==> src/rtl/pmem_map_pkg.sv <==
package pmem_map_pkg;

  typedef enum logic [1:0] {
    ROUTE_FLASH = 2'd0,
    ROUTE_BOOT  = 2'd1,
    ROUTE_EXT   = 2'd2
  } route_t;

endpackage

==> src/rtl/pmem_addr_decode.sv <==
module pmem_addr_decode
  import pmem_map_pkg::*;
#(
  parameter int ADDR_W   = 20,
  parameter int FLASH_AW = 16,
  parameter int BOOT_AW  = 11,
  parameter int SMALL_AW = 13,
  parameter int LARGE_AW = 14,
  parameter int BLK_W    = 3
) (
  input  logic [ADDR_W-1:0] addr_i,
  input  logic              ea_i,
  input  logic              boot_en_i,
  input  logic              chip_erase_i,
  output route_t            route_o,
  output logic [ADDR_W-1:0] local_addr_o,
  output logic [BLK_W-1:0]  blk_idx_o
);

  localparam int NUM_SMALL = 1 << (LARGE_AW - SMALL_AW);
  localparam int NUM_LARGE = (1 << (FLASH_AW - LARGE_AW)) - 1;
  localparam int NUM_BLK   = NUM_SMALL + NUM_LARGE;
  localparam int REG_W     = FLASH_AW - LARGE_AW;
  localparam int SUB_W     = LARGE_AW - SMALL_AW;

  logic             in_flash;
  logic             in_window;
  logic [REG_W-1:0] region;
  logic [SUB_W-1:0] sub_blk;

  assign in_flash  = (addr_i[ADDR_W-1:FLASH_AW] == '0);
  assign in_window = &addr_i[FLASH_AW-1:BOOT_AW];
  assign region    = addr_i[FLASH_AW-1:LARGE_AW];
  assign sub_blk   = addr_i[LARGE_AW-1:SMALL_AW];

  always_comb begin
    if (!ea_i || !in_flash) begin
      route_o      = ROUTE_EXT;
      local_addr_o = addr_i;
    end else if (boot_en_i && in_window) begin
      route_o      = ROUTE_BOOT;
      local_addr_o = ADDR_W'(addr_i[BOOT_AW-1:0]);
    end else begin
      route_o      = ROUTE_FLASH;
      local_addr_o = ADDR_W'(addr_i[FLASH_AW-1:0]);
    end
  end

  always_comb begin
    if (chip_erase_i) begin
      blk_idx_o = '1;
    end else if (!in_flash) begin
      blk_idx_o = BLK_W'(NUM_BLK);
    end else if (region == '0) begin
      blk_idx_o = BLK_W'(sub_blk);
    end else begin
      blk_idx_o = BLK_W'(region) + BLK_W'(NUM_SMALL - 1);
    end
  end

endmodule

==> src/rtl/pmem_boot_ctrl.sv <==
module pmem_boot_ctrl #(
  parameter int CTL_W  = 8,
  parameter int EN_BIT = 7
) (
  input  logic             clk,
  input  logic             rst_n,
  input  logic [7:0]       status_i,
  input  logic             psen_n_i,
  input  logic             ale_i,
  input  logic             ea_i,
  input  logic             we_i,
  input  logic [CTL_W-1:0] wdata_i,
  output logic             boot_en_o
);

  logic loaded_q, loaded_d;
  logic boot_en_q, boot_en_d;
  logic strap_val;
  logic boot_en_ce;

  assign strap_val  = (status_i != 8'h00) || (!psen_n_i && ale_i && ea_i);
  assign boot_en_ce = !loaded_q || we_i;

  always_comb begin
    loaded_d  = 1'b1;
    boot_en_d = boot_en_q;
    if (!loaded_q) begin
      boot_en_d = strap_val;
    end else if (we_i) begin
      boot_en_d = wdata_i[EN_BIT];
    end
  end

  always_ff @(posedge clk or negedge rst_n) begin
    if (!rst_n) begin
      loaded_q  <= 1'b0;
      boot_en_q <= 1'b0;
    end else begin
      loaded_q <= loaded_d;
      if (boot_en_ce) begin
        boot_en_q <= boot_en_d;
      end
    end
  end

  assign boot_en_o = boot_en_q;

  assert_load_strap_R7: assert property (@(posedge clk) disable iff (!rst_n)
    !loaded_q |=> (boot_en_o == $past(strap_val)));

  assert_sw_write_R8: assert property (@(posedge clk) disable iff (!rst_n)
    (loaded_q && we_i) |=> (boot_en_o == $past(wdata_i[EN_BIT])));

  assert_hold_R8: assert property (@(posedge clk) disable iff (!rst_n)
    (loaded_q && !we_i) |=> $stable(boot_en_o));

endmodule

==> src/rtl/pmem_vpp_timer.sv <==
module pmem_vpp_timer #(
  parameter int READY_CYCLES = 625
) (
  input  logic clk,
  input  logic rst_n,
  input  logic boot_en_i,
  input  logic ext_hv_i,
  output logic pwr_valid_o
);

  localparam int CNT_W = $clog2(READY_CYCLES + 1);
  localparam logic [CNT_W-1:0] CNT_LAST = CNT_W'(READY_CYCLES);

  logic [CNT_W-1:0] cnt_q, cnt_d;
  logic             cnt_ce;
  logic             done;

  assign done   = (cnt_q == CNT_LAST);
  assign cnt_ce = !boot_en_i || !done;

  always_comb begin
    if (!boot_en_i) begin
      cnt_d = '0;
    end else begin
      cnt_d = cnt_q + CNT_W'(1);
    end
  end

  always_ff @(posedge clk or negedge rst_n) begin
    if (!rst_n) begin
      cnt_q <= '0;
    end else if (cnt_ce) begin
      cnt_q <= cnt_d;
    end
  end

  assign pwr_valid_o = boot_en_i && (ext_hv_i || done);

  assert_restart_R9: assert property (@(posedge clk) disable iff (!rst_n)
    $rose(boot_en_i) |-> (cnt_q == '0));

  assert_no_overflow_R9: assert property (@(posedge clk) disable iff (!rst_n)
    cnt_q <= CNT_LAST);

  assert_drop_R10: assert property (@(posedge clk) disable iff (!rst_n)
    !boot_en_i |-> !pwr_valid_o);

  assert_ext_bypass_R11: assert property (@(posedge clk) disable iff (!rst_n)
    (boot_en_i && ext_hv_i) |-> pwr_valid_o);

endmodule

==> src/rtl/pmem_map_ctrl.sv <==
module pmem_map_ctrl
  import pmem_map_pkg::*;
#(
  parameter int ADDR_W           = 20,
  parameter int FLASH_AW         = 16,
  parameter int BOOT_AW          = 11,
  parameter int SMALL_AW         = 13,
  parameter int LARGE_AW         = 14,
  parameter int CTL_W            = 8,
  parameter int EN_BIT           = 7,
  parameter int VPP_READY_CYCLES = 625,
  localparam int NUM_BLK = (1 << (LARGE_AW - SMALL_AW)) + (1 << (FLASH_AW - LARGE_AW)) - 1,
  localparam int BLK_W   = $clog2(NUM_BLK + 2)
) (
  input  logic              clk,
  input  logic              rst_n,
  input  logic [ADDR_W-1:0] fetch_addr_i,
  input  logic              ea_i,
  input  logic              chip_erase_i,
  input  logic [7:0]        status_byte_i,
  input  logic              psen_n_i,
  input  logic              ale_i,
  input  logic              ctl_we_i,
  input  logic [CTL_W-1:0]  ctl_wdata_i,
  input  logic              ext_hv_i,
  output logic [1:0]        route_o,
  output logic [ADDR_W-1:0] local_addr_o,
  output logic [BLK_W-1:0]  blk_idx_o,
  output logic              boot_en_o,
  output logic              pwr_valid_o
);

  route_t route;
  logic   boot_en;

  pmem_boot_ctrl #(
    .CTL_W  (CTL_W),
    .EN_BIT (EN_BIT)
  ) u_boot_ctrl (
    .clk       (clk),
    .rst_n     (rst_n),
    .status_i  (status_byte_i),
    .psen_n_i  (psen_n_i),
    .ale_i     (ale_i),
    .ea_i      (ea_i),
    .we_i      (ctl_we_i),
    .wdata_i   (ctl_wdata_i),
    .boot_en_o (boot_en)
  );

  pmem_vpp_timer #(
    .READY_CYCLES (VPP_READY_CYCLES)
  ) u_vpp_timer (
    .clk         (clk),
    .rst_n       (rst_n),
    .boot_en_i   (boot_en),
    .ext_hv_i    (ext_hv_i),
    .pwr_valid_o (pwr_valid_o)
  );

  pmem_addr_decode #(
    .ADDR_W   (ADDR_W),
    .FLASH_AW (FLASH_AW),
    .BOOT_AW  (BOOT_AW),
    .SMALL_AW (SMALL_AW),
    .LARGE_AW (LARGE_AW),
    .BLK_W    (BLK_W)
  ) u_decode (
    .addr_i       (fetch_addr_i),
    .ea_i         (ea_i),
    .boot_en_i    (boot_en),
    .chip_erase_i (chip_erase_i),
    .route_o      (route),
    .local_addr_o (local_addr_o),
    .blk_idx_o    (blk_idx_o)
  );

  assign route_o   = route;
  assign boot_en_o = boot_en;

  assert_ea_low_ext_R1: assert property (@(posedge clk) disable iff (!rst_n)
    !ea_i |-> (route_o == ROUTE_EXT && local_addr_o == fetch_addr_i));

  assert_high_addr_ext_R2: assert property (@(posedge clk) disable iff (!rst_n)
    (ea_i && fetch_addr_i[ADDR_W-1:FLASH_AW] != '0) |-> (route_o == ROUTE_EXT));

  assert_boot_needs_en_R3: assert property (@(posedge clk) disable iff (!rst_n)
    (route_o == ROUTE_BOOT) |-> (boot_en_o && ea_i && (&fetch_addr_i[FLASH_AW-1:BOOT_AW])));

  assert_chip_code_R5: assert property (@(posedge clk) disable iff (!rst_n)
    chip_erase_i |-> (blk_idx_o == '1));

  assert_reset_quiet_R6: assert property (@(posedge clk)
    !rst_n |-> (!boot_en_o && !pwr_valid_o));

endmodule

==> config.mk <==
export PLATFORM = sky130hd
export DESIGN_NAME = pmem_map_ctrl
export DESIGN_NICKNAME = d
export VERILOG_FILES = /design/src/rtl/pmem_map_pkg.sv /design/src/rtl/pmem_addr_decode.sv /design/src/rtl/pmem_boot_ctrl.sv /design/src/rtl/pmem_vpp_timer.sv /design/src/rtl/pmem_map_ctrl.sv
export SDC_FILE = /design/constraint.sdc
export NUM_CORES = 1
export LEC_CHECK = 0
export BUFFER_PORTS_ARGS = -buffer_cell sky130_fd_sc_hd__clkbuf_2
export CAP_MARGIN = 20
export CORE_MARGIN = 4
export CORE_UTILIZATION = 28
export CTS_CLUSTER_DIAMETER = 50
export DETAILED_ROUTE_END_ITERATION = 8
export MAX_ROUTING_LAYER = met4
export PLACE_DENSITY = 0.67
export SYNTH_ARGS = -nofsm -noshare
export SYNTH_HDL_FRONTEND = slang
export SYNTH_SLANG_ARGS = --single-unit
==> constraint.sdc <==
create_clock -name clk -period 2.95 [get_ports clk]
set_clock_uncertainty 0.2 [all_clocks]
set_input_delay 0.4425 -clock clk [delete_from_list [all_inputs] [get_ports clk]]
set_output_delay 0.4425 -clock clk [all_outputs]
set_load 0.02 [all_outputs]
==> impl_summary.log, run 1 <==
[metrics] fin util: 35.9%
[metrics] number of flip-flops and latches in the synthesized netlist: 12
[metrics] GRT Residual Overflow: 0
[metrics] number of cells in the design after placement: 172
[metrics] count of cell types in the netlist: 32
[metrics] IO Pins: 71
[metrics] warnings from Yosys: 0
[metrics] number of synthesized flops with an enable pin: 0
[metrics] area of the placeable core: 3050 µm²
[metrics] number of detailed-routing iterations run before antenna repair: 4
[metrics] Power per Cell Area: 452 nW/µm²
[metrics] crit-path max cell delay: 0.42 ns
[metrics] drt first-iter violations: 68
[metrics] maximum root-to-sink buffer count: 2
[metrics] final cell area excluding filler cells: 1090 µm²
[metrics] area overhead of the layout relative to synthesis: 22.5%
[metrics] placed instance area: 1050 µm²
[metrics] number of failing setup endpoints in the final timing report: 0
[metrics] arrival time worst endpoint: 1.73 ns
[metrics] Die Span Y: 64.5 µm
[metrics] library cell occupying the most area in the post-synthesis netlist: dfrtp_1
[metrics] post-synthesis net count: 151
[metrics] Max-Cap Viols: 0
[metrics] CTS sink count: 12
[metrics] Reg2Reg Setup Slack: 1.31 ns
[metrics] cts bufs inserted: 3
[metrics] effective utilization at floorplan: 29.3%
[metrics] critical path's slowest cell: dfrtp_1
[metrics] sink of the worst hold path: u_boot_ctrl.boot_en_o$_DFFE_PN0P_
[metrics] Peak supply drop: 0.000165 V
[metrics] Cells on Worst Hold Path: 1
[metrics] DRC Markers: 0
[metrics] series of cell instances along the critical path: inv_1 > ha_1 > nand4bb_1 > nor3_1 > o21a_1 > clkbuf_2
[metrics] post-layout min period: 2.37 ns
[metrics] Setup TNS Final: 0 ns
[metrics] clock-pin transition on the worst setup and hold timing paths: 0.07 ns
[metrics] synthesized cell area: 893 µm²
[metrics] endpoint type of the worst setup path: primary output
[metrics] start of the worst register-to-register path: u_vpp_timer.cnt_q[1]$_DFFE_PN0P_
[metrics] gate count of the mapped netlist: 103
[metrics] post-DR wirelength/cell: 12.0 µm
[metrics] half-perimeter wire length after detailed placement: 1.78 mm
[metrics] Peak Freq: 422 MHz
[metrics] routed via count divided by cell count: 4.73
[metrics] largest delay contributor family on the critical path: simple AND/OR/NAND/NOR gates
[metrics] number of standard-cell rows in the floorplan: 20
[metrics] end of the worst register-to-register path: u_vpp_timer.cnt_q[0]$_DFFE_PN0P_
[metrics] vias in the first global route: 894
[metrics] latest clock arrival within the worst-skew pair: 0.27 ns
[metrics] number of inserted diodes: 0
[metrics] sort of element at the start of the critical path: flip-flop
[metrics] detailed-route wire length: 2.13 mm
[metrics] critical path class: reg2out
[metrics] global-route usage over all layers: 11.5%
[metrics] worst reg2reg path depth: 5
[metrics] run status: finished clean
[metrics] start point of the worst hold path: u_boot_ctrl.loaded_q$_DFF_PN0_
[metrics] Hold WC Path Type: reg2reg
[metrics] maximum fanout encountered on the critical timing path: 5
[metrics] total via count after detailed routing: 837
[metrics] largest net degree at the start of global routing: 13
[metrics] final RePlAce weighted congestion: 0.829
[metrics] share of the cycle needed by the critical path after routing: 80.4%
[metrics] prevailing post-synth register cell: dfrtp_1
[metrics] Critical Path Stages: 6
[metrics] CTS H-tree lvls: 1
[metrics] antenna violations before repair: 0
[metrics] post-route ant nets: 0
[metrics] number of non-filler instances in the completed layout: 177
[metrics] Buf/Inv on CP: 2
[metrics] leakage power summed over all cells: 0.528 nW
[metrics] average size of a mapped cell: 8.67 µm²
[metrics] Max Transition Viols Final: 0
[metrics] die area: 4160 µm²
[metrics] unrepaired setup endpoints after global routing: no
[metrics] number of nets at the end of the flow: 182
[metrics] fraction of layout instances using a drive strength above 1: 35.3%
[metrics] horizontal die dimension: 64.5 µm
[metrics] endpoints failing hold: 0
[metrics] register area share after synthesis: 33.6%
[metrics] # port buffers: 41
[metrics] Root Buffer Master: clkbuf_4
[metrics] TritonCTS clock tree: built
[metrics] proportion of netlist area held by the largest area contributor: 33.6%
[metrics] most numerous cell types in the synthesized netlist: buf_4 (12), dfrtp_1 (12), a21oi_1 (8), inv_1 (8), nand2_1 (7)
[metrics] endpoint required time on the critical path: 2.31 ns
[metrics] count of buffers added by post-CTS timing repair for setup: 0
[metrics] global-route wire length before repair: 3.73 mm
[metrics] async set or reset register ratio after synthesis: 100%
[metrics] biggest area contributors in the synthesized netlist: dfrtp_1 (34%), buf_4 (10%), ha_1 (5.6%), a21oi_1 (4.5%), and2_1 (4.2%)
-- stage by stage --
step                hold WS [ns]  power, mW  worst slack (ns)
detailed placement         0.146      0.369             0.753
CTS                        0.272      0.504             0.544
global placement           0.138      0.358             0.791
finish                     0.268      0.494             0.578
global route               0.285      0.539             0.431
floorplan                -0.0531      0.344              1.06
-- worst register-to-register path, delay by kind of cell (launching register included) --
family | cells | cell delay, ns
and+or+nand+nor | 2 | 0.51
DFF | 1 | 0.42
muxes | 1 | 0.22
adders and majority gates | 1 | 0.15
buffers and inverters | 1 | 0.08
-- worst max-delay path by stage --
| stage | startpoint | endpoint | slack [ns] |
|---|---|---|---|
| 2_1_floorplan | u_vpp_timer.cnt_q[1]$_DFFE_PN0P_ | pwr_valid_o | 1.06 |
| 3_3_place_gp | fetch_addr_i[18] | local_addr_o[14] | 0.79 |
| 3_5_place_dp | fetch_addr_i[18] | local_addr_o[14] | 0.75 |
| 4_1_cts | u_vpp_timer.cnt_q[1]$_DFFE_PN0P_ | pwr_valid_o | 0.54 |
| 5_1_grt | u_vpp_timer.cnt_q[1]$_DFFE_PN0P_ | pwr_valid_o | 0.43 |
| 6_report | u_vpp_timer.cnt_q[1]$_DFFE_PN0P_ | pwr_valid_o | 0.58 |
-- layer usage --
| metal | track usage [%] | wire (µm) | vias up |
|---|---|---|---|
| li1 | - | - | 410 |
| met1 | 12.1 | 865 | 374 |
| met2 | 20.7 | 1050 | 53 |
| met3 | 4.33 | 218 | 0 |
| met4 | 1.85 | 0 | 0 |
| met5 | - | 0 | - |
-- report_power, final --
group / internal, mW / switching, mW
Combinational: 0.0610 / 0.0688
Clock: 0.0750 / 0.0552
Sequential: 0.191 / 0.0432
-- flip-flops by register name (all words and copies together) (netlist names) --
signal / count
u_boot_ctrl.boot_en_o: 1
u_vpp_timer.cnt_q: 10
u_boot_ctrl.loaded_q: 1
-- cell families after synthesis --
| kind of cell | count (synthesis) | share of synthesized area, % |
|---|---|---|
| buf+inv | 24 | 15.1 |
| compound gates | 17 | 11.2 |
| simple gates | 41 | 29.8 |
| mux | 2 | 2.24 |
| xor+xnor | 2 | 1.96 |
| other cells | 1 | 0.420 |
| fa+ha+maj | 4 | 5.60 |
| flops | 12 | 33.6 |
-- final cells by class --
| cell class | instances | area (µm²) |
|---|---|---|
| multi-input cells | 67 | 458 |
| flip-flops and latches | 12 | 300 |
| repair buffers | 42 | 215 |
| well taps | 44 | 55.1 |
| fillers | 333 | 1960 |
| clock buffers | 4 | 36.3 |
| inverters | 8 | 30.0 |
-- layout by cell type (no fill, tap or decap) --
master         netlist  routed
clkbuf_8             0       1
or2b_1               1       1
xor2_1               2       2
nand3_1              4       4
or3_1                4       4
dlygate4sd3_1        0       1
inv_1                8       8
clkbuf_2             0      41
mux2i_1              2       2
nand4_1              3       3
and4_1               1       1
o31ai_1              2       2
and2_1               6       6
o2111ai_1            1       1
dfrtp_1             12      12
nor3_1               1       1
clkbuf_4             0       3
nand2_1              7       7
and2b_1              1       1
a21oi_1              8       8
nand2b_1             1       1
nand4bb_1            1       1
o21a_1               1       1
o21ai_0              4       4
nand3_2              1       1
and3b_1              1       1
nand4b_1             1       1
or4_1                4       4
nor2_1               2       2
o41ai_1              1       1
nor4_4               1       1
ha_1                 4       4
conb_1               1       1
nor4_1               1       1
-- repair_timing --
| action | in CTS | in global routing |
|---|---|---|
| hold buffers | 1 | 0 |
| gates resized for setup | 0 | 0 |
| endpoints found under the hold margin | 12 | 0 |
Power figures use the tool's default switching activity.
==> run 2, diff against run 1 <==
--- a/config.mk
+++ b/config.mk
@@ -12,7 +12,7 @@
 export CTS_CLUSTER_DIAMETER = 50
 export DETAILED_ROUTE_END_ITERATION = 8
 export MAX_ROUTING_LAYER = met4
-export PLACE_DENSITY = 0.67
+export PLACE_DENSITY = 0.69
 export SYNTH_ARGS = -nofsm -noshare
 export SYNTH_HDL_FRONTEND = slang
 export SYNTH_SLANG_ARGS = --single-unit
==> constraint.sdc (replaced) <==
create_clock -name clk -period 2.1 [get_ports clk]
set_clock_uncertainty 0.2 [all_clocks]
set_input_delay 0.315 -clock clk [delete_from_list [all_inputs] [get_ports clk]]
set_output_delay 0.315 -clock clk [all_outputs]
set_load 0.02 [all_outputs]
==> run 2 against run 1 <==
  * Core utilization is 2.1 points higher
  * Critical endpoint unchanged
  * Largest cell class unchanged
  * Highest routed layer is now met4
  * Register-to-register slack worse by 0.93 ns
  * Combinational power up 70%
==> impl_summary.log, run 2 (same netlist as run 1, synthesis figures left out) <==
[metrics] run status: finished clean
[metrics] fraction of layout instances using a drive strength above 1: 40.0% (+4.7 points)
[metrics] sequential share of power: 44.7% (-2.7 points)
[metrics] clock-pin transition on the worst setup and hold timing paths: 0.08 ns (about the same)
[metrics] leading cell types in the layout, fill and taps excluded: clkbuf_2 (40), dfrtp_1 (11), inv_1 (8), a21oi_1 (8)
[metrics] final RePlAce weighted congestion: 0.807 (-2.7%)
[metrics] endpoint type of the worst setup path: primary output
[metrics] detailed-route wire length: 2.22 mm (+4.2%)
[metrics] Hold WC Path Type: in2reg
[metrics] total via count after detailed routing: 885 (+5.7%)
[metrics] setup slack after placement: 0.142 ns (-0.611 ns)
[metrics] share of the cycle needed by the critical path after routing: 98.6%
[metrics] CTS sink count: 12 (unchanged)
[metrics] switch share: 34.8% (+0.99 points)
[metrics] effective utilization at floorplan: 29.3% (unchanged)
[metrics] antenna violations before repair: 0 (unchanged)
[metrics] post-layout min period: 2.07 ns
[metrics] routed via count divided by cell count: 4.81 (+1.7%)
[metrics] CTS H-tree lvls: 1 (unchanged)
[metrics] TritonCTS clock tree: built
[metrics] Peak supply drop: 0.000217 V (+32%)
[metrics] endpoint required time on the critical path: 1.58 ns (-0.73 ns)
[metrics] # port buffers: 41 (unchanged)
[metrics] largest net degree at the start of global routing: 13 (unchanged)
[metrics] internal power of the cells: 0.488 mW (+49%)
[metrics] global-route usage over all layers: 11.8% (+0.36 points)
[metrics] IO Pins: 71 (unchanged)
[metrics] Max Transition Viols Final: 0 (unchanged)
[metrics] Root Buffer Master: clkbuf_4
[metrics] area of the placeable core: 3050 µm² (unchanged)
[metrics] post-route ant nets: 0 (unchanged)
[metrics] Peak Freq: 483 MHz
[metrics] number of standard-cell rows in the floorplan: 20 (unchanged)
[metrics] arrival time worst endpoint: 1.56 ns (-0.17 ns)
[metrics] final total power: 0.748 mW (+51%)
[metrics] Die Span Y: 64.5 µm (unchanged)
[metrics] Power per Cell Area: 645 nW/µm² (+43%)
[metrics] switching pwr: 0.260 mW (+56%)
[metrics] fin util: 38.0% (+2.1 points)
[metrics] PnR worst setup slack: 0.0287 ns (-0.549 ns)
[metrics] global-route wire length before repair: 3.86 mm (+3.3%)
[metrics] placed instance area: 1060 µm² (+1.4%)
[metrics] Max-Cap Viols: 0 (unchanged)
[metrics] drt first-iter violations: 53 (-22%)
[metrics] number of detailed-routing iterations run before antenna repair: 4 (unchanged)
[metrics] horizontal die dimension: 64.5 µm (unchanged)
[metrics] combinational power share: 29.6% (+3.3 points)
[metrics] sort of element at the start of the critical path: flip-flop
[metrics] post-DR wirelength/cell: 12.1 µm (+0.26%)
[metrics] die area: 4160 µm² (unchanged)
[metrics] register containing the most flip-flops in the final layout: u_vpp_timer.cnt_q
[metrics] number of inserted diodes: 0 (unchanged)
[metrics] GRT Residual Overflow: 0 (unchanged)
[metrics] area overhead of the layout relative to synthesis: 29.8%
[metrics] leakage power summed over all cells: 0.563 nW (+6.7%)
[metrics] maximum fanout encountered on the critical timing path: 4 (-1)
[metrics] half-perimeter wire length after detailed placement: 1.76 mm (-1.2%)
[metrics] vias in the first global route: 956 (+6.9%)
[metrics] maximum root-to-sink buffer count: 2 (unchanged)
[metrics] cts bufs inserted: 3 (unchanged)
[metrics] final cell area excluding filler cells: 1160 µm² (+5.9%)
[metrics] flip-flop count of the largest register, all copies and words added: 10 (unchanged)
[metrics] relative contribution of the clock network to total power: 25.7% (-0.6 points)
[metrics] number of failing setup endpoints in the final timing report: 0 (unchanged)
[metrics] critical path class: reg2out
[metrics] endpoints failing hold: 0 (unchanged)
[metrics] DRC Markers: 0 (unchanged)
[metrics] Setup TNS Final: 0 ns (unchanged)
[metrics] latest clock arrival within the worst-skew pair: 0.28 ns (about the same)
[metrics] number of nets at the end of the flow: 189 (+3.8%)
[metrics] most common library cell in the layout ignoring fill and taps: clkbuf_2
[metrics] unrepaired setup endpoints after global routing: yes
-- run 2: changes by cell type in the layout (fill, tap and decap cells not counted), sizes merged --
| cell | change |
|---|---|
| clkbuf | -1 |
| buf | +8 |
-- run 2: critical path, stage by stage, from the launching register on --
cell	delay (ns)
dfrtp_1	0.43
inv_1	0.07
ha_1	0.14
nand4bb_1	0.14
nor3_2	0.23
o21a_1	0.15
buf_6	0.11
-- run 2: final timing paths --
| kind | to | start | slack [ns] | cells past startpoint |
|---|---|---|---|---|
| max | pwr_valid_o | u_vpp_timer.cnt_q[1]$_DFFE_PN0P_ | 0.03 | 6 |
| min | u_boot_ctrl.boot_en_o$_DFFE_PN0P_ | ctl_wdata_i[7] | 0.15 | 3 |
| max reg2reg | u_vpp_timer.cnt_q[1]$_DFFE_PN0P_ | u_vpp_timer.cnt_q[1]$_DFFE_PN0P_ | 0.38 | 6 |
| min reg2reg | u_boot_ctrl.boot_en_o$_DFFE_PN0P_ | u_boot_ctrl.loaded_q$_DFF_PN0_ | 0.26 | 1 |
| max in group asynchronous | u_vpp_timer.cnt_q[0]$_DFFE_PN0P_ | rst_n | 1.19 | 2 |
| min in group asynchronous | u_vpp_timer.cnt_q[5]$_DFFE_PN0P_ | rst_n | 0.26 | 2 |
-- run 2: area by class of cell --
| class | instances | area, µm² |
|---|---|---|
| Clock buffer | 4 | 36.3 |
| Multi-Input combinational cell | 67 | 463 |
| Sequential cell | 12 | 302 |
| Tap cell | 44 | 55.1 |
| Timing Repair Buffer | 49 | 274 |
| Fill cell | 320 | 1890 |
| Inverter | 8 | 30.0 |
-- run 2: routing by layer --
layer	wire length [µm]	part of all wire [%]	track usage [%]	vias to the layer above
met1	949	43	13.3	411
met5	0	0	-	-
met2	1060	48	20.6	46
li1	-	-	-	424
met4	39	1.8	2.90	0
met3	171	7.7	3.47	4
-- run 2: what timing repair did --
item	4_1_cts	5_1_grt
gates resized for setup	1	4
pin swaps	1	1
endpoints found under the hold margin	12	0
hold buffers	1	0
setup endpoints to repair	1	1
buffers inserted	2	3
-- run 2: metrics by stage --
stage	hold WS, ns	instances
final	0.154	184
after global routing	0.187	184
after CTS	0.167	181
after detailed placement	0.0190	174
after global placement	0.0113	174
after floorplan	-0.181	103
-- run 2: power by group through the flow --
stage	clock network (mW)	logic, mW	registers (mW)
floorplan	0	0.176	0.307
detailed placement	0	0.189	0.333
global placement	0	0.176	0.328
global route	0.215	0.250	0.341
finish	0.192	0.221	0.335
CTS	0.197	0.193	0.331
==> run 3, diff against run 2 <==
--- a/config.mk
+++ b/config.mk
@@ -10,9 +10,10 @@
 export CORE_MARGIN = 4
 export CORE_UTILIZATION = 28
 export CTS_CLUSTER_DIAMETER = 50
+export CTS_CLUSTER_SIZE = 28
 export DETAILED_ROUTE_END_ITERATION = 8
 export MAX_ROUTING_LAYER = met4
-export PLACE_DENSITY = 0.69
+export PLACE_DENSITY = 0.67
 export SYNTH_ARGS = -nofsm -noshare
 export SYNTH_HDL_FRONTEND = slang
 export SYNTH_SLANG_ARGS = --single-unit
==> constraint.sdc (replaced) <==
create_clock -name clk -period 2.3 [get_ports clk]
set_clock_uncertainty 0.2 [all_clocks]
set_input_delay 0.345 -clock clk [delete_from_list [all_inputs] [get_ports clk]]
set_output_delay 0.345 -clock clk [all_outputs]
set_load 0.1 [all_outputs]
==> run 3 against run 2 <==
  * Clock power shrank 11%
  * Global-route usage decreased by 0.14 points
  * Count of clock-buffer cells in the layout is the same
  * Sequential share of layout area down 1.9 points
  * First-iteration DRC count shrank 23%
  * Sequential power shrank 9.3%
  * Non-clock buffer count is 5 lower
  * Hold slack better by 0.038 ns
  * Setup slack gained 0.087 ns
  * Wire length is 1.2% lower
  * Critical path type unchanged
  * Largest power group unchanged
  * Register-to-register slack better by 0.27 ns
  * Cell count fell by 2.7%
==> impl_summary.log, run 3 (same netlist as run 1, synthesis figures left out) <==
[metrics] actual slew at the worst max-slew pin: 0.544 ns
[metrics] Die Span Y: 64.5 µm (unchanged)
[metrics] Root Buffer Master: clkbuf_4
[metrics] Max Transition Viols Final: 0 (unchanged)
[metrics] Buf/Inv on CP: 2 (unchanged)
[metrics] latest clock arrival within the worst-skew pair: 0.28 ns (about the same)
[metrics] number of fill cells in the layout: 316 (-1.3%)
[metrics] IO Pins: 71 (unchanged)
[metrics] arrival time worst endpoint: 1.64 ns (+0.08 ns)
[metrics] share of the cycle needed by the critical path after routing: 95.0%
[metrics] global-route wire length before repair: 3.78 mm (-2.0%)
[metrics] GRT Residual Overflow: 0 (unchanged)
[metrics] most common library cell in the layout ignoring fill and taps: clkbuf_2
[metrics] horizontal die dimension: 64.5 µm (unchanged)
[metrics] number of non-filler instances in the completed layout: 179 (-2.7%)
[metrics] run status: finished clean
[metrics] largest delay contributor family on the critical path: flip-flops
[metrics] flip-flop count of the largest register, all copies and words added: 10 (unchanged)
[metrics] area overhead of the layout relative to synthesis: 39.9%
[metrics] Max-Cap Viols: 0 (unchanged)
[metrics] CTS H-tree lvls: 1 (unchanged)
[metrics] register containing the most flip-flops in the final layout: u_vpp_timer.cnt_q
[metrics] antenna violations before repair: 0 (unchanged)
[metrics] number of detailed-routing iterations run before antenna repair: 4 (unchanged)
[metrics] area of the placeable core: 3050 µm² (unchanged)
[metrics] number of standard-cell rows in the floorplan: 20 (unchanged)
[metrics] post-route ant nets: 0 (unchanged)
[metrics] start point of the worst hold path: ctl_wdata_i[7]
[metrics] unrepaired setup endpoints after global routing: no
[metrics] Peak Freq: 458 MHz
[metrics] vias in the first global route: 931 (-2.6%)
[metrics] start of the worst register-to-register path: u_vpp_timer.cnt_q[1]$_DFFE_PN0P_
[metrics] number of failing setup endpoints in the final timing report: 0 (unchanged)
[metrics] placed instance area: 1190 µm² (+12%)
[metrics] sort of element at the start of the critical path: flip-flop
[metrics] critical path's slowest cell: dfrtp_1
[metrics] series of cell instances along the critical path: inv_1 > ha_1 > nand4bb_1 > nor3_2 > o21a_2 > buf_12
[metrics] post-layout min period: 2.18 ns
[metrics] clock-pin transition on the worst setup and hold timing paths: 0.07 ns (about the same)
[metrics] global-route usage over all layers: 11.7% (-0.14 points)
[metrics] leading cell types in the layout, fill and taps excluded: clkbuf_2 (33), dfrtp_1 (11), inv_1 (8), a21oi_1 (8), buf_12 (8)
[metrics] fraction of layout instances using a drive strength above 1: 43.0% (+3.0 points)
[metrics] critical path class: reg2out
[metrics] # port buffers: 41 (unchanged)
[metrics] largest net degree at the start of global routing: 13 (unchanged)
[metrics] endpoints failing hold: 0 (unchanged)
[metrics] CTS sink count: 12 (unchanged)
[metrics] maximum root-to-sink buffer count: 2 (unchanged)
[metrics] Hold WC Path Type: in2reg
[metrics] die area: 4160 µm² (unchanged)
[metrics] worst max-slew margin expressed relative to the limit: 63.9%
[metrics] number of cells in the design after placement: 173 (-0.57%)
[metrics] final cell area excluding filler cells: 1250 µm² (+7.8%)
[metrics] sink of the worst hold path: u_boot_ctrl.boot_en_o$_DFFE_PN0P_
[metrics] Peak supply drop: 0.000265 V (+22%)
[metrics] DRC Markers: 0 (unchanged)
[metrics] TritonCTS clock tree: built
[metrics] detailed-route wire length: 2.20 mm (-1.2%)
[metrics] post-DR wirelength/cell: 12.3 µm (+1.5%)
[metrics] half-perimeter wire length after detailed placement: 1.84 mm (+4.6%)
[metrics] total via count after detailed routing: 864 (-2.4%)
[metrics] final RePlAce weighted congestion: 0.803 (-0.43%)
[metrics] number of nets at the end of the flow: 184 (-2.6%)
[metrics] Reg2Reg Setup Slack: 0.65 ns (+0.27 ns)
[metrics] crit-path max cell delay: 0.43 ns (about the same)
[metrics] end of the worst register-to-register path: u_vpp_timer.cnt_q[1]$_DFFE_PN0P_
[metrics] Power per Cell Area: 595 nW/µm² (-7.7%)
[metrics] routed via count divided by cell count: 4.83 (+0.35%)
[metrics] number of inserted diodes: 0 (unchanged)
[metrics] endpoint type of the worst setup path: primary output
[metrics] maximum fanout encountered on the critical timing path: 5 (+1)
[metrics] effective utilization at floorplan: 29.3% (unchanged)
[metrics] Setup TNS Final: 0 ns (unchanged)
[metrics] drt first-iter violations: 41 (-23%)
[metrics] cts bufs inserted: 3 (unchanged)
[metrics] endpoint required time on the critical path: 1.75 ns (+0.17 ns)
[metrics] leakage power summed over all cells: 0.582 nW (+3.3%)
[metrics] Cells on Worst Hold Path: 3 (unchanged)
[metrics] worst reg2reg path depth: 5 (-1)
## run 3: metrics by stage
step	worst slack [ns]	utilization (%)	hold slack (ns)	power, mW
after floorplan	0.0701	-	-0.151	0.582
after global placement	0.315	39.0	0.0391	0.563
after detailed placement	0.249	39.0	0.0477	0.578
after CTS	0.0153	40.7	0.186	0.755
after global routing	0.0170	40.9	0.189	0.792
final	0.115	40.9	0.192	0.744
## run 3: cell type report
type,count,area [µm²],area share [%]
multi-input cells,67,477,38.1
repair buffers,44,350,28.0
flip-flops and latches,12,302,24.1
well taps,44,55.1,4.40
clock buffers,4,36.3,2.90
inverters,8,30.0,2.40
## run 3: power by group
group | total, mW | switching, mW | leakage [nW] | internal [mW]
clock | 0.170 | 0.0741 | 0.0210 | 0.0962
combinational | 0.270 | 0.168 | 0.406 | 0.101
sequential | 0.304 | 0.0587 | 0.155 | 0.245
## run 3: per-layer routing
metal / vias up / track usage, % / part of all wire [%]
met5: - / - / 0
li1: 412 / - / -
met4: 0 / 2.64 / 0.18
met2: 50 / 20.6 / 49
met1: 400 / 12.3 / 40
met3: 2 / 4.68 / 11
## run 3: worst register-to-register path: stages, from the launching register on
cell       delay [ns]
dfrtp_1          0.43
inv_1            0.08
ha_1             0.14
nand4bb_1        0.19
or3_1            0.39
a21oi_1          0.15
## run 3: worst max path at each step
stage / start / to / slack, ns / cells past startpoint
6_report: u_vpp_timer.cnt_q[1]$_DFFE_PN0P_ / pwr_valid_o / 0.12 / 6
5_1_grt: u_vpp_timer.cnt_q[1]$_DFFE_PN0P_ / pwr_valid_o / 0.02 / 6
4_1_cts: u_vpp_timer.cnt_q[1]$_DFFE_PN0P_ / pwr_valid_o / 0.02 / 6
3_5_place_dp: u_vpp_timer.cnt_q[1]$_DFFE_PN0P_ / pwr_valid_o / 0.25 / 6
3_3_place_gp: u_vpp_timer.cnt_q[1]$_DFFE_PN0P_ / pwr_valid_o / 0.31 / 6
2_1_floorplan: u_boot_ctrl.boot_en_o$_DFFE_PN0P_ / route_o[0] / 0.07 / 3
## run 3: repair_timing
action / CTS / global route
pin swaps: 0 / 1
setup endpoints to repair: 1 / 1
hold buffers: 1 / 0
buffers inserted: 0 / 1
endpoints found under the hold margin: 12 / 0
resized for setup: 1 / 0
